<file path="src/rtl/dotprod_pkg.sv">
package dotprod_pkg;
  localparam int unsigned DP_N_ELEM = 8;
  localparam int unsigned DP_IN_W   = 8;
  localparam int unsigned DP_ACC_W  = 16;
endpackage

</file>
<file path="src/rtl/dotprod_ctrl.sv">
module dotprod_ctrl #(
  parameter int unsigned N_ELEM = dotprod_pkg::DP_N_ELEM,
  localparam int unsigned CW    = (N_ELEM > 1) ? $clog2(N_ELEM) : 1
) (
  input  logic          clk_i,
  input  logic          rst_ni,
  output logic [CW-1:0] sel_o,
  output logic          first_o,
  output logic          done_o
);
  localparam logic [CW-1:0] LAST = CW'(N_ELEM - 1);

  logic [CW-1:0] cnt_q;
  logic          done_q;

  always_ff @(posedge clk_i or negedge rst_ni) begin
    if (!rst_ni) begin
      cnt_q  <= '0;
      done_q <= 1'b0;
    end else begin
      cnt_q  <= (cnt_q == LAST) ? '0 : cnt_q + 1'b1;
      done_q <= (cnt_q == LAST);
    end
  end

  assign sel_o   = cnt_q;
  assign first_o = (cnt_q == '0);
  assign done_o  = done_q;
endmodule

</file>
<file path="src/rtl/dotprod_elem_sel.sv">
module dotprod_elem_sel #(
  parameter int unsigned N_ELEM = dotprod_pkg::DP_N_ELEM,
  parameter int unsigned IN_W   = dotprod_pkg::DP_IN_W,
  localparam int unsigned CW    = (N_ELEM > 1) ? $clog2(N_ELEM) : 1,
  localparam int unsigned VW    = N_ELEM * IN_W
) (
  input  logic [VW-1:0]   vec_i,
  input  logic [CW-1:0]   sel_i,
  output logic [IN_W-1:0] elem_o
);
  logic [IN_W-1:0] elems [N_ELEM];

  for (genvar k = 0; k < N_ELEM; k++) begin : g_unpack
    assign elems[k] = vec_i[k*IN_W +: IN_W];
  end

  always_comb begin
    elem_o = '0;
    for (int k = 0; k < N_ELEM; k++) begin
      if (sel_i == CW'(k)) elem_o = elems[k];
    end
  end
endmodule

</file>
<file path="src/rtl/dotprod_mac.sv">
module dotprod_mac #(
  parameter int unsigned IN_W  = dotprod_pkg::DP_IN_W,
  parameter int unsigned ACC_W = dotprod_pkg::DP_ACC_W
) (
  input  logic             clk_i,
  input  logic [IN_W-1:0]  a_i,
  input  logic [IN_W-1:0]  b_i,
  input  logic             restart_i,
  output logic [ACC_W-1:0] prod_o,
  output logic [ACC_W-1:0] acc_o
);
  logic signed [ACC_W-1:0] a_x, b_x, prod_w, addend_w;
  logic        [ACC_W-1:0] acc_q;

  assign a_x      = ACC_W'($signed(a_i));
  assign b_x      = ACC_W'($signed(b_i));
  assign prod_w   = a_x * b_x;
  // forced zero starts a new sum without a clear cycle
  assign addend_w = restart_i ? '0 : $signed(acc_q);

  always_ff @(posedge clk_i) begin
    acc_q <= prod_w + addend_w;
  end

  assign prod_o = prod_w;
  assign acc_o  = acc_q;
endmodule

</file>
<file path="src/rtl/dotprod_serial.sv">
module dotprod_serial #(
  parameter int unsigned N_ELEM = dotprod_pkg::DP_N_ELEM,
  parameter int unsigned IN_W   = dotprod_pkg::DP_IN_W,
  parameter int unsigned ACC_W  = dotprod_pkg::DP_ACC_W,
  localparam int unsigned CW    = (N_ELEM > 1) ? $clog2(N_ELEM) : 1,
  localparam int unsigned VW    = N_ELEM * IN_W
) (
  input  logic             clk_i,
  input  logic             rst_ni,
  input  logic [VW-1:0]    vec_a_i,
  input  logic [VW-1:0]    vec_b_i,
  output logic [ACC_W-1:0] dot_o,
  output logic             dot_valid_o
);
  logic [CW-1:0]    sel_w;
  logic             first_w;
  logic [IN_W-1:0]  elem_a_w, elem_b_w;
  logic [ACC_W-1:0] prod_w;

  dotprod_ctrl #(.N_ELEM(N_ELEM)) u_ctrl (
    .clk_i, .rst_ni, .sel_o(sel_w), .first_o(first_w), .done_o(dot_valid_o)
  );

  dotprod_elem_sel #(.N_ELEM(N_ELEM), .IN_W(IN_W)) u_sel_a (
    .vec_i(vec_a_i), .sel_i(sel_w), .elem_o(elem_a_w)
  );

  dotprod_elem_sel #(.N_ELEM(N_ELEM), .IN_W(IN_W)) u_sel_b (
    .vec_i(vec_b_i), .sel_i(sel_w), .elem_o(elem_b_w)
  );

  dotprod_mac #(.IN_W(IN_W), .ACC_W(ACC_W)) u_mac (
    .clk_i, .a_i(elem_a_w), .b_i(elem_b_w), .restart_i(first_w),
    .prod_o(prod_w), .acc_o(dot_o)
  );
endmodule

</file>
<file path="config.mk">
export PLATFORM = sky130hd
export DESIGN_NAME = dotprod_serial
export DESIGN_NICKNAME = d
export VERILOG_FILES = /design/src/rtl/dotprod_pkg.sv /design/src/rtl/dotprod_ctrl.sv /design/src/rtl/dotprod_elem_sel.sv /design/src/rtl/dotprod_mac.sv /design/src/rtl/dotprod_serial.sv
export SDC_FILE = /design/constraint.sdc
export NUM_CORES = 1
export LEC_CHECK = 0
export BUFFER_PORTS_ARGS = -buffer_cell sky130_fd_sc_hd__buf_2
export CORE_UTILIZATION = 49
export DETAILED_ROUTE_END_ITERATION = 16
export PLACE_DENSITY_LB_ADDON = 0.3
export REMOVE_ABC_BUFFERS = 1
export SETUP_SLACK_MARGIN = 0.4
export SLEW_MARGIN = 15
export SYNTH_ARGS = -nofsm -noshare
export SYNTH_HDL_FRONTEND = slang
export SYNTH_SLANG_ARGS = --single-unit
</file>
<file path="constraint.sdc">
create_clock -name clk_i -period 5.94 [get_ports clk_i]
set_clock_uncertainty 0.15 [all_clocks]
set_input_delay 1.188 -clock clk_i [delete_from_list [all_inputs] [get_ports clk_i]]
set_output_delay 1.188 -clock clk_i [all_outputs]
set_load 0.02 [all_outputs]
</file>
==> run metrics <==
FF-to-FF End=u_mac.acc_o[15]$_DFF_P_; Ports=147; CP arrival=6290 ps; top cell type's share of synthesized area=28.4%; antenna cell count=0; Multi-input gate area=4580 µm²; Row Count=36; Routed Antenna Nets=0; H-Tree Depth=1; vias=5154; Post-Syn Area per Cell=8.71 µm²; Seq cells post-synth=20; worst min-delay path class=reg -> reg; Slew @ Worst Pin=402 ps; initial antenna violation count=0; failing checks=setup timing; Post-synth EDFFs=0; Clk pin slew, worst setup/hold paths=100 ps; setup ws final=-281 ps; drt drc=0; Yosys warnings=0; total gr overflow=0; PwrDens=751 nW/µm²; CTS Buf Count=3; crit path cell chain=buf_6 > and2b_1 > a31oi_1 > a221o_1 > a221o_1 > nand2_2 > fa_1 > inv_2 > fa_1 > fa_1 > fa_1 > inv_2 > fa_1 > inv_2 > ha_4 > o21a_4 > a2111oi_4 > o31ai_4 > o31ai_2 > xnor2_1; Place WS=-716 ps; Final Core Density=73.7%; Slowest cell on crit path=fa_1; Unique masters post-synth=58; RSZ-0062 raised after global routing=yes; clk buf depth=2; Syn Std Cell Area=5000 µm²; routed wire length=16.3 mm; Register Area=420 µm²; DR WL/cell=17.3 µm; most common cell type on the critical path=fa_1; ratio of cells with drive above 1 in the final layout=43.8%; Top FF cell, synth=dfxtp_1; Worst path max stage delay=530 ps; R2R Setup Slk=-260 ps; Critical Path End=u_mac.acc_o[15]$_DFF_P_; cell with the most instances after synthesis=inv_1; final count of negative-setup-slack endpoints=4; Synth Instances=574; critical path class=in -> reg; # clock sinks=20; design area=7230 µm²; Total GRT Usage=31.1%; vias per cell=5.47; hold slack=427 ps; Hold Vio Cnt, Final=0; most common library cells after synthesis=inv_1, nand2_1, fa_1; Max IR drop VDD=0.000881 V; largest net degree at the start of global routing=17; Root Buffer=clkbuf_8; biggest area consumer among synthesized cells=fa_1; drt pass-1 iters=5; Buf/Inv on CP=4; Rel. slew slack=73.2%; Final HPWL DP=12.1 mm; largest cells by area after synthesis=fa_1, ha_1, dfxtp_1; CP Capture Type=flip-flop; first-pass GRT wire length=25.2 mm; vias in the first global route=5379; Req. time, crit path=6010 ps; fin crit share=105%; die area=10600 µm²; Setup crit start=vec_b_i[16]; Core Area=9820 µm²; peak fanout along the critical path=5; final net count=1054; Fmax achieved=0.161 GHz; worst skew pair latency=280 ps; Critical R2R Launch=u_ctrl.sel_o[0]$_DFF_PN0_; Worst setup SP type=input pin; Slew Viols, Final=0; P&R area growth vs syn=44.7%; critical path depth in cells=20; outcome=complete, but fails checks; global placement routability congestion=0.897; Die X-Extent=103 µm; Initial Util=50.9%; CTS tree=done; Die Height=103 µm; fin crit period=6220 ps; Worst R2R Path Depth=21; Leak=3.56 nW; initial detailed-routing violation count=190; critical path's top delay family=adder cells; # Max-Cap Violations=0; number of port buffers=146; ys async rst share=20.0%; post-synthesis sequential area ratio=8.41%; Post-DP Area=6410 µm²; fillcell total=716
metrics by stage:
stage	cells	TNS, ps	total power, W
6_report	942	-1010	0.00543
5_1_grt	942	-2220	0.00593
4_1_cts	940	-453	0.00496
3_5_place_dp	912	-3300	0.00376
3_3_place_gp	912	-2780	0.00365
2_1_floorplan	545	-3330	0.00261
layout by cell type (no fill, tap or decap), types with 6 or more instances in the layout:
master and count:
nor2_1 11, a221o_1 6, dfxtp_1 16, buf_4 103, xnor2_1 14, nor3b_1 7, inv_2 10, ha_1 24
inv_1 71, a221oi_2 7, a21oi_1 15, and2_1 36, nand2b_1 12, nand2_1 68, a31oi_1 11, a21o_1 7
buf_6 7, nor3_1 6, buf_2 144, fa_1 70, nor2b_1 21, nand3b_1 16, ha_4 18
state kept, by name, summed over array words and instances (netlist names):
name,flops
u_ctrl.done_o,1
u_ctrl.sel_o,3
u_mac.acc_o,16
worst min path at each step:
stage               cells after the start                   endpoint                      start  slack, ps
detailed placement                      1  u_ctrl.sel_o[0]$_DFF_PN0_  u_ctrl.sel_o[0]$_DFF_PN0_        330
finish                                  2     u_mac.acc_o[0]$_DFF_P_     u_mac.acc_o[0]$_DFF_P_        430
global route                            2     u_mac.acc_o[0]$_DFF_P_     u_mac.acc_o[0]$_DFF_P_        470
global placement                        1  u_ctrl.sel_o[0]$_DFF_PN0_  u_ctrl.sel_o[0]$_DFF_PN0_        320
CTS                                     2     u_mac.acc_o[0]$_DFF_P_     u_mac.acc_o[0]$_DFF_P_        440
floorplan                               1  u_ctrl.sel_o[0]$_DFF_PN0_  u_ctrl.sel_o[0]$_DFF_PN0_        300
routing by layer:
layer / up-vias / part of all wire (%) / GRT usage (%)
li1: 2380 / - / -
met4: 0 / 3.2 / 8.99
met1: 2538 / 39 / 36.5
met5: - / 0 / 0
met2: 187 / 52 / 58.5
met3: 49 / 4.9 / 4.61
kinds of logic (layout without fill, tap and decap cells):
logic type / Yosys count / count (layout) / share of synthesized area, %
buf+inv: 112 / 346 / 9.68
mux: 1 / 1 / 0.225
xor+xnor: 19 / 19 / 3.33
fa+ha+maj: 114 / 114 / 39.2
flops: 20 / 20 / 8.41
simple gates: 198 / 198 / 21.0
compound gates: 110 / 111 / 18.2
layout make-up:
cell class	instances	area share [%]
Timing Repair Buffer	259	23.2
Inverter	83	4.38
Multi-Input combinational cell	443	63.4
Tap cell	133	2.30
Clock buffer	3	0.571
Clock inverter	1	0.415
Sequential cell	20	5.81
tightest hold or removal path, stage by stage (launching register included):
cell	delay [ps]
dfxtp_1	320
and2_1	120
ha_1	110
repair_timing:
action,in CTS,in global routing
gates cloned,2,0
setup endpoints to repair,9,9
buffers inserted,22,2
pin swaps,57,32
hold buffers,0,0
resized for setup,71,32
where the power goes:
group	switching, W	total, W	leakage (nW)	internal, W
clock	0.0000572	0.000147	0.0357	0.0000903
sequential	0.0000277	0.000263	0.187	0.000235
combinational	0.00240	0.00502	3.34	0.00263
total	0.00248	0.00543	3.56	0.00295
Note: power is estimated with default switching activity, not from simulation.
